**src/rtl/prbs_patgen_pkg.sv**
```systemverilog
`timescale 1ns/1ps
package prbs_patgen_pkg;

  typedef enum logic {
    PAT_PRBS   = 1'b0,
    PAT_REPEAT = 1'b1
  } pat_mode_e;

  // 10 raised to k, for the rate injector reload values
  function automatic int unsigned pow10(input int unsigned k);
    int unsigned r;
    r = 1;
    for (int i = 0; i < 10; i++) begin
      if (i < int'(k)) r = r * 10;
    end
    return r;
  endfunction

endpackage

```
**src/rtl/patgen_sreg.sv**
```systemverilog
`timescale 1ns/1ps
module patgen_sreg
  import prbs_patgen_pkg::*;
#(
  parameter int W  = 32,
  localparam int LW = $clog2(W + 1),
  localparam int IW = $clog2(W)
) (
  input  logic          clk,
  input  logic          rst,
  input  logic          load,
  input  logic          advance,
  input  pat_mode_e     mode,
  input  logic [LW-1:0] len_cfg,
  input  logic [LW-1:0] tap_cfg,
  input  logic [W-1:0]  seed,
  output logic          msb_bit
);

  logic [W-1:0]  state;
  logic [W-1:0]  mask;
  logic [W-1:0]  shifted;
  logic [LW-1:0] n_eff;
  logic [IW-1:0] top_idx;
  logic [IW-1:0] tap_idx;
  logic          fb;

  // Out-of-range length or tap values are clamped
  always_comb begin
    if (len_cfg == '0 || len_cfg > LW'(W)) n_eff = LW'(W);
    else                                   n_eff = len_cfg;
    top_idx = IW'(n_eff - 1'b1);
    if (tap_cfg == '0)          tap_idx = '0;
    else if (tap_cfg > LW'(W))  tap_idx = IW'(W - 1);
    else                        tap_idx = IW'(tap_cfg - 1'b1);
  end

  // One mask bit per active stage
  for (genvar g = 0; g < W; g++) begin : g_mask
    assign mask[g] = (LW'(g) < n_eff);
  end

  always_comb begin
    msb_bit = state[top_idx];
    fb      = (mode == PAT_REPEAT) ? msb_bit : (msb_bit ^ state[tap_idx]);
    shifted = ({state[W-2:0], 1'b0} | W'(fb)) & mask;
  end

  always_ff @(posedge clk) begin
    if (rst)          state <= '0;
    else if (load)    state <= seed & mask;
    else if (advance) state <= shifted;
  end

endmodule

```
**src/rtl/patgen_pin_sync.sv**
```systemverilog
`timescale 1ns/1ps
module patgen_pin_sync #(
  parameter int STAGES = 2
) (
  input  logic clk,
  input  logic rst,
  input  logic pin_async,
  output logic pin_edge
);

  // chain[0..STAGES-1] synchronise, chain[STAGES] holds the previous level
  logic [STAGES:0] chain;

  always_ff @(posedge clk) begin
    if (rst) chain <= '0;
    else     chain <= {chain[STAGES-1:0], pin_async};
  end

  assign pin_edge = chain[STAGES] ^ chain[STAGES-1];

endmodule

```
**src/rtl/patgen_err_inject.sv**
```systemverilog
`timescale 1ns/1ps
module patgen_err_inject
  import prbs_patgen_pkg::*;
#(
  parameter int KMAX = 7,
  localparam int KW = $clog2(KMAX + 1),
  localparam int CW = $clog2(pow10(KMAX))
) (
  input  logic          clk,
  input  logic          rst,
  input  logic          emit,
  input  logic          single_req,
  input  logic          pin_edge,
  input  logic          rate_en,
  input  logic [KW-1:0] rate_exp,
  output logic          flip,
  output logic          pend
);

  logic [CW-1:0] reload_tbl [0:KMAX];
  logic [CW-1:0] reload_val;
  logic [CW-1:0] cnt;
  logic [KW-1:0] k_sel;
  logic          rate_hit;

  // Reload value per exponent; exponent 0 behaves as 1
  for (genvar g = 0; g <= KMAX; g++) begin : g_reload
    assign reload_tbl[g] = CW'(pow10((g == 0) ? 1 : g) - 1);
  end

  always_comb begin
    if (int'(rate_exp) > KMAX) k_sel = KW'(KMAX);
    else                       k_sel = rate_exp;
    reload_val = reload_tbl[k_sel];
    rate_hit   = rate_en && (cnt == '0);
    flip       = emit && (pend || rate_hit);
  end

  // One pending flag shared by the single-request and pin sources
  always_ff @(posedge clk) begin
    if (rst)                          pend <= 1'b0;
    else if (single_req || pin_edge)  pend <= 1'b1;
    else if (emit)                    pend <= 1'b0;
  end

  always_ff @(posedge clk) begin
    if (rst)           cnt <= '0;
    else if (!rate_en) cnt <= reload_val;
    else if (emit) begin
      if (cnt == '0)   cnt <= reload_val;
      else             cnt <= cnt - 1'b1;
    end
  end

endmodule

```
**src/rtl/prbs_patgen.sv**
```systemverilog
`timescale 1ns/1ps
module prbs_patgen
  import prbs_patgen_pkg::*;
#(
  parameter int W           = 32,
  parameter int KMAX        = 7,
  parameter int SYNC_STAGES = 2,
  localparam int LW = $clog2(W + 1),
  localparam int KW = $clog2(KMAX + 1)
) (
  input  logic          clk,
  input  logic          rst,
  input  logic          gen_enable,
  input  logic          bit_en,
  input  logic          mode_sel,
  input  logic [LW-1:0] len_cfg,
  input  logic [LW-1:0] tap_cfg,
  input  logic [W-1:0]  seed_cfg,
  input  logic          load_strobe,
  input  logic          err_single,
  input  logic          err_pin,
  input  logic          rate_en,
  input  logic [KW-1:0] rate_exp,
  output logic          data_out,
  output logic          data_valid
);

  logic load_ok;
  logic emit;
  logic msb_bit;
  logic flip;
  logic pend_w;
  logic pin_edge_w;

  assign load_ok = gen_enable && load_strobe;
  assign emit    = gen_enable && bit_en && !load_strobe;

  patgen_sreg #(.W(W)) u_sreg (
    .clk     (clk),
    .rst     (rst),
    .load    (load_ok),
    .advance (emit),
    .mode    (pat_mode_e'(mode_sel)),
    .len_cfg (len_cfg),
    .tap_cfg (tap_cfg),
    .seed    (seed_cfg),
    .msb_bit (msb_bit)
  );

  patgen_pin_sync #(.STAGES(SYNC_STAGES)) u_pin (
    .clk       (clk),
    .rst       (rst),
    .pin_async (err_pin),
    .pin_edge  (pin_edge_w)
  );

  patgen_err_inject #(.KMAX(KMAX)) u_inj (
    .clk        (clk),
    .rst        (rst),
    .emit       (emit),
    .single_req (err_single),
    .pin_edge   (pin_edge_w),
    .rate_en    (rate_en),
    .rate_exp   (rate_exp),
    .flip       (flip),
    .pend       (pend_w)
  );

  always_ff @(posedge clk) begin
    if (rst) begin
      data_out   <= 1'b0;
      data_valid <= 1'b0;
    end else begin
      data_valid <= emit;
      if (emit) data_out <= msb_bit ^ flip;
    end
  end

endmodule

```
**config.mk**
```make
export PLATFORM = sky130hd
export DESIGN_NAME = prbs_patgen
export DESIGN_NICKNAME = d
export VERILOG_FILES = /design/src/rtl/prbs_patgen_pkg.sv /design/src/rtl/patgen_sreg.sv /design/src/rtl/patgen_pin_sync.sv /design/src/rtl/patgen_err_inject.sv /design/src/rtl/prbs_patgen.sv
export SDC_FILE = /design/constraint.sdc
export NUM_CORES = 1
export LEC_CHECK = 0
export ABC_CLOCK_PERIOD_IN_PS = 5300
export BUFFER_PORTS_ARGS = -buffer_cell sky130_fd_sc_hd__clkbuf_2
export CAP_MARGIN = 20
export CORE_MARGIN = 2
export CORE_UTILIZATION = 60
export CTS_BUF_LIST = sky130_fd_sc_hd__clkbuf_4
export DETAILED_ROUTE_END_ITERATION = 6
export PLACE_DENSITY_LB_ADDON = 0.2
export SETUP_SLACK_MARGIN = 0.15
export SLEW_MARGIN = 20
export SYNTH_ARGS = -nofsm -noshare
export SYNTH_HDL_FRONTEND = slang
export SYNTH_HIERARCHICAL = 1
export SYNTH_SLANG_ARGS = --single-unit
```
**constraint.sdc**
```tcl
create_clock -name clk -period 5.3 [get_ports clk]
set_input_delay 1.06 -clock clk [delete_from_list [all_inputs] [get_ports clk]]
set_output_delay 1.06 -clock clk [all_outputs]
set_load 0.1 [all_outputs]
```
# Yosys cells after proc, flatten, opt, wreduce, memory -nomap -nowiden
# Memory sizes are Yosys's and may differ from the RTL's.
# Cells that the tools add are included.
[totals] regBits=62 word_cells=86 output_inout_bits=2 rom_bits=192 mem_count=1
[op_classes] add_sub_neg=3 magnitude_cmp=37 bitwise_logic=7 n_mux=17 n_eq_ne=1 reduce_logical=14
[memory_table] name="(name not given)" depth=8 word_bits=24 rd=1 rd_clocked_by_memory_dff=0 wr=0 line_no="patgen_err_inject.sv:34" text="reload_val = reload_tbl[k_sel];"
[ops] cell="$mux W24" count=5
[ops] cell="$lt A5 B6 Y1 const A" count=16
[ops] cell="$and A32 B32 Y32" count=2
[ops] cell="$mux W32" count=2
[ops] cell="$lt A4 B6 Y1 const A" count=8
[ops] cell="$or A32 B1 Y32" count=1
[ops] cell="$logic_not A24 Y1" count=1
[ops] cell="$lt A3 B6 Y1 const A" count=4
[ops] cell="$sub A24 B1 Y24 const B" count=1
[ops] cell="$gt A6 B6 Y1 const B" count=2
[ops] cell="$logic_not A6 Y1" count=2
[ops] cell="$lt A1 B6 Y1 const A" count=2
[ops] cell="$lt A2 B6 Y1 const A" count=2
[ops] cell="$lt A5 B6 Y1 const B" count=2
[ops] cell="$bmux W1 S5" count=2
[ops] cell="$mux W5" count=2
[ops] cell="$sub A5 B1 Y5 const B" count=2
[ops] cell="$mux W6" count=1
[ops] cell="$logic_and A1 B1 Y1" count=5
[ops] cell="$mux W1" count=5
[ops] cell="$ge A4 B4 Y1 const B" count=1
[ops] cell="$not A3 Y4" count=1
[ops] cell="$reduce_bool A2 Y1" count=2
[ops] cell="$logic_or A1 B1 Y1" count=3
[ops] cell="3 further kinds" count=5

# Logic depth before layout (Yosys ltp)
[depth] word_depth=12 ltp_mapped=13 ltp_nobuf=10

# Modules after synthesis
# Netlist, hierarchy kept.
[by_module_without_submodules] mod="patgen_sreg" area_per_inst_um2=2797.7 cells_each=395 seq_area_each_um2=640.6 instances=1
[by_module_without_submodules] mod="patgen_err_inject" area_per_inst_um2=1778.0 cells_each=223 seq_area_each_um2=500.5 instances=1
[by_module_without_submodules] mod="prbs_patgen" area_per_inst_um2=90.1 cells_each=8 seq_area_each_um2=40.0 instances=1
[by_module_without_submodules] mod="patgen_pin_sync" area_per_inst_um2=87.6 cells_each=7 seq_area_each_um2=60.1 instances=1

# Worst setup path before layout
# OpenSTA, ideal clock, no wires.
[synth_path] kind="in2reg" start="input len_cfg[5]" end="register u_sreg.state[0]" required_ns=5.221 path_buffers=3 path_stages=13 t_arrival_ns=3.653 slack_ns=1.567 cell_sequence="buf_2 -> nor2b_1 -> buf_4 -> inv_2 -> ha_1 -> clkbuf_1 -> xnor2_1 -> mux4_2 -> mux4_2 -> nand2_1 -> o21ai_1 -> xor2_1 -> a211oi_2"
[synth_via] elab_chain_len=12 elab_cells_between_ends=15
[synth_lines] item="from (decl)" line_no="prbs_patgen.sv:16" text="input logic [LW-1:0] len_cfg,"
[synth_lines] item="$gt A6 B6 Y1 or $logic_not A6 Y1 (tied branches)" line_no="patgen_sreg.sv:30" text="if (len_cfg == '0 || len_cfg > LW'(W)) n_eff = LW'(W);"
[synth_lines] item="$logic_or A1 B1 Y1 *" line_no="patgen_sreg.sv:30"
[synth_lines] item="$mux W6 *" line_no="patgen_sreg.sv:30"
[synth_lines] item="$sub A5 B1 Y5 *" line_no="patgen_sreg.sv:32" text="top_idx = IW'(n_eff - 1'b1);"
[synth_lines] item="$bmux W1 S5 *" line_no="patgen_sreg.sv:44" text="msb_bit = state[top_idx];"
[synth_lines] item="$mux W1 (implied by the code) *" line_no="patgen_sreg.sv:44"
[synth_lines] item="named net msb_bit" line_no="prbs_patgen.sv:30" text="logic msb_bit;"
[synth_lines] item="$xor A1 B1 Y1" line_no="patgen_sreg.sv:45" text="fb = (mode == PAT_REPEAT) ? msb_bit : (msb_bit ^ state[tap_idx]);"
[synth_lines] item="$mux W1 *" line_no="patgen_sreg.sv:45"
[synth_lines] item="$or A32 B1 Y32 *" line_no="patgen_sreg.sv:46" text="shifted = ({state[W-2:0], 1'b0} | W'(fb)) & mask;"
[synth_lines] item="$and A32 B32 Y32 *" line_no="patgen_sreg.sv:46"
[synth_lines] item="$mux W32 *" line_no="patgen_sreg.sv:52" text="else if (advance) state <= shifted;"
[synth_lines] item="$mux W32 *" line_no="patgen_sreg.sv:51" text="else if (load) state <= seed & mask;"
[synth_lines] item="to (signal assigned)" line_no="patgen_sreg.sv:51"
[synth_lines] item="to (signal assigned)" line_no="patgen_sreg.sv:52"
[synth_lines] item="to (decl)" line_no="patgen_sreg.sv:20" text="logic [W-1:0] state;"
# The timed path passes the listed nets; every way through them passes the cells marked *. The select of a mux whose other input is x is not followed.
# A chain may end at the register's enable or synchronous reset.

# Worst setup path after layout
[layout_path] start="input tap_cfg[0]" end="register u_sreg.state[0]"
[layout_via] elab_chain_len=11 elab_cells_between_ends=13
[layout_lines] item="from (decl)" line_no="prbs_patgen.sv:17" text="input logic [LW-1:0] tap_cfg,"
[layout_lines] item="$sub A5 B1 Y5 or $gt A6 B6 Y1 (tied branches)" line_no="patgen_sreg.sv:35, patgen_sreg.sv:34"
[layout_lines] item="$mux W5" line_no="patgen_sreg.sv:34" text="else if (tap_cfg > LW'(W)) tap_idx = IW'(W - 1);"
[layout_lines] item="$mux W5 *" line_no="patgen_sreg.sv:33" text="if (tap_cfg == '0) tap_idx = '0;"
[layout_lines] item="$bmux W1 S5 *" line_no="patgen_sreg.sv:45"
[layout_lines] item="$mux W1 (implied by the code) *" line_no="patgen_sreg.sv:45"
[layout_lines] item="$xor A1 B1 Y1 *" line_no="patgen_sreg.sv:45"
[layout_lines] item="$mux W1 *" line_no="patgen_sreg.sv:45"
[layout_lines] item="$or A32 B1 Y32 *" line_no="patgen_sreg.sv:46"
[layout_lines] item="$and A32 B32 Y32 *" line_no="patgen_sreg.sv:46"
[layout_lines] item="$mux W32 *" line_no="patgen_sreg.sv:52"
[layout_lines] item="$mux W32 *" line_no="patgen_sreg.sv:51"
# Every way passes the cells marked *; elsewhere a longest branch is shown, timed or not. The select of a mux whose other input is x is not followed.

==> impl_results.md <==
- Htree depth: 3
- Row count: 32
- Hold Path Origin: u_pin/chain[0]
- DR pass1 iterations: 6
- Top-area cell type share of the netlist area: 26.11%
- Worst setup SP type: input pin
- Final Slew Violations: 0
- Core ar.: 7687 µm²
- Top cells by area, synth: dfxtp_1 (26%), a21oi_1 (6.2%), nand2_1 (5.9%), mux4_2 (4.7%), nor2_1 (4.7%)
- Synth unique cells: 80
- Area of the multi-input gates: 3234 µm²
- Clk sink count: 62
- Residual DRC: 0
- Sequential share of power: 46.8%
- Skew-Pair Late Insertion Delay: 420 ps
- Mapped Avg Cell Area: 7.509 µm²
- CTS Buf Count: 9
- Hpwl dp: 10,540 µm
- Clock tree buffer depth: 2
- Crit path time final: 3850 ps
- Die height: 93.01 µm
- # setup viols final: 0
- CTS root buffer: clkbuf_4
- Placer Congestion: 0.9254
- Register area: 1241 µm²
- # diodes: 0
- Achievable Freq: 259.8 MHz
- Gr usage total: 34.14%
- Via count: 5,128
- Share of cells above drive strength 1: 17.37%
- Warnings, synthesis: 6
- Clk pwr share: 24.6%
- Sequential share of the synthesized area: 26.11%
- Post-CTS Hold Buffers: 0
- MaxCap Viol Count: 0
- Filler Cell Count: 722
- Cell accounting for the most synthesized area: dfxtp_1
- Setup slack, reg-to-reg: 2520 ps
- Post-CTS setup buffer count: 0
- Port bufs: 57
- Hold-critical path depth: 1
- Pwr Density: 217.9 nW/µm²
- Crit path capture type: flop
- Global-route wire length before repair: 23,530 µm
- Hold path endpoint: u_pin/chain[1]
- Avg WL per Cell: 18.79 µm
- Synthesis-stage register bit count: 62
- Fin crit share: 72.64%
- Internal power: 0.7080 mW
- Nets@finish: 731
- Grt total ovfl: 0
- Static leakage: 1.961 nW
- Reg2Reg Depth: 7
- Die footprint: 8650 µm²
- RSZ-0062 raised after global routing: false
- CP required: 5630 ps
- Asr flop ratio synth: 0%
- Post-route clock skew: 30.52 ps
- Headroom to the max-slew limit: 48.93%
- Sw Ratio: 36.63%
- Outcome: complete, no violations
- Chip width: 93.01 µm
- Pin count of the biggest net entering global routing: 58
- Worst-path fanout max: 22
- Vias per cell: 6.660
- Post-Synthesis Cells: 633
- Final Hold Fails: 0
- Switch Pwr: 0.4093 mW
- Logic gate share of total power: 28.6%
- Critical path class: input pin to flop
- TritonCTS clock tree: yes
- Setup TNS: 0 ps
- Hold WC Path Type: flop to flop
- Clock transition at path regs: 110 ps
- Syn-to-layout area delta: 7.897%
- Initial DRC count: 711
- Worst r2r src: u_inj/cnt[1]
- Vias in the first global route: 4,525
- Reg-to-Reg End: u_inj/cnt[15]
- Overall power: 1.117 mW
- PostCTS Resize Cnt: 0
- Initial Util: 61.83%
- Primary FF master, synth: dfxtp_1
- Initial antenna violation count: 0
- Mapped Area: 4753 µm²
- Net Count, Synth: 699
- Worst IR Drop VDD: 0.0001853 V
- Total Wirelength: 14,470 µm
- CP arrival: 4180 ps
- Routed Antenna Nets: 0
- Worst-margin pin slew: 759.0 ps
- Count of flip-flops with a built-in enable after synthesis: 0
- Ports: 58
state kept, by name (all words and copies together), names as in the netlist:
signal / flops
data_valid: 1
u_inj/pend: 1
u_sreg/state: 32
u_inj/cnt: 24
data_out: 1
u_pin/chain: 3
stage by stage:
step / setup WS (ps) / instances / util [%] / hold WS (ps) / area, µm²
final: 1450 / 770 / 66.72 / 460.2 / 5129
after global routing: 1124 / 770 / 66.72 / 479.4 / 5129
after CTS: 1516 / 770 / 66.72 / 462.4 / 5129
after detailed placement: 1102 / 756 / 65.40 / 441.9 / 5027
after global placement: 1224 / 756 / 65.40 / 442.4 / 5027
after floorplan: 1567 / 633 / - / 413.8 / 4753
worst max-delay path by stage:
stage	start	end	slack [ps]	depth (start not counted)
after floorplan	len_cfg[5]	u_sreg/state[0]	1570	13
after global placement	tap_cfg[0]	u_sreg/state[0]	1220	11
after detailed placement	tap_cfg[0]	u_sreg/state[0]	1100	11
after CTS	tap_cfg[0]	u_sreg/state[0]	1520	11
after global routing	tap_cfg[0]	u_sreg/state[0]	1120	11
final	tap_cfg[0]	u_sreg/state[0]	1450	11
cell type report:
type / instances / share of cell area (%)
flip-flops and latches: 62 / 24.20
multi-input cells: 505 / 63.06
inverters: 23 / 1.683
repair buffers: 64 / 6.587
clock inverters: 4 / 0.5123
clock buffers: 10 / 1.464
well taps: 102 / 2.488
layout by cell type, fill, tap and decap left out, types with 3 or more instances in the layout:
cell       synthesis  routed
xor2_1             4       4
xnor2_1            5       5
a31oi_1           17      17
nand4_1           15      15
nor2_1            59      59
nand2b_1           6       6
a32oi_1            7       7
o31ai_1            5       5
dfxtp_1           62      62
a21oi_1           59      59
inv_1             20      20
nand2_1           75      75
ha_1              10      10
o211ai_1           6       6
clkbuf_4           0      10
o21ai_0           27      27
a2111oi_0          4       4
nor3_1            22      22
buf_4              2       7
o311ai_0           4       4
or4_1              3       3
a211oi_1           6       6
a22oi_1            7       7
a22o_1             3       3
and3_1            10      10
mux2i_1           11      11
nor4_1            10      10
mux4_2            10      10
nor2b_1           14      14
or3_1             13      13
or2_2              4       4
clkbuf_2           0      57
a21o_1             8       8
nand3_1           22      22
o21a_1             3       3
power by group through the flow:
stage / clock (mW) / sequential (mW) / combinational [mW]
after CTS: 0.279 / 0.521 / 0.311
after detailed placement: 0 / 0.532 / 0.309
after global placement: 0 / 0.531 / 0.301
after floorplan: 0 / 0.522 / 0.229
final: 0.275 / 0.523 / 0.319
after global routing: 0.295 / 0.526 / 0.348
synthesized netlist by cell type (6+ instances only):
library cell and instances:
a21oi_1 59, nand2b_1 6, or3_1 13, a31oi_1 17
a22oi_1 7, nor3_1 22, nor2_1 59, a211oi_1 6
ha_1 10, nor2b_1 14, a32oi_1 7, buf_2 7
nand2_1 75, and3_1 10, o211ai_1 6, dfxtp_1 62
o21ai_0 27, nand4_1 15, inv_1 20, mux4_2 10
nor4_1 10, clkbuf_1 27, mux2i_1 11, nand3_1 22
a21o_1 8
layer usage:
layer  share of wire, %  GRT usage, %
met3                 12         4.996
met4                1.4         8.824
met1                 44         53.61
met2                 42         48.55
met5                  0             0
worst max-delay path, cell delays in order:
cell       delay, ps
clkbuf_2         380
clkinv_1         380
ha_1             340
or4b_1           520
nand2_1          370
nand4_1          190
o2111ai_1        150
a41oi_2          250
nand4_1          130
xor2_1           170
a211oi_2         210
logic make-up after synthesis:
kind of cell    after synthesis  share of synthesized area (%)
compound gates              187                          26.40
xor+xnor                      9                          1.658
fa+ha+maj                    10                          2.632
buf+inv                      66                          5.870
flops                        62                          26.11
mux                          23                          7.528
simple gates                276                          29.80
(Power assumes the default switching activity.)
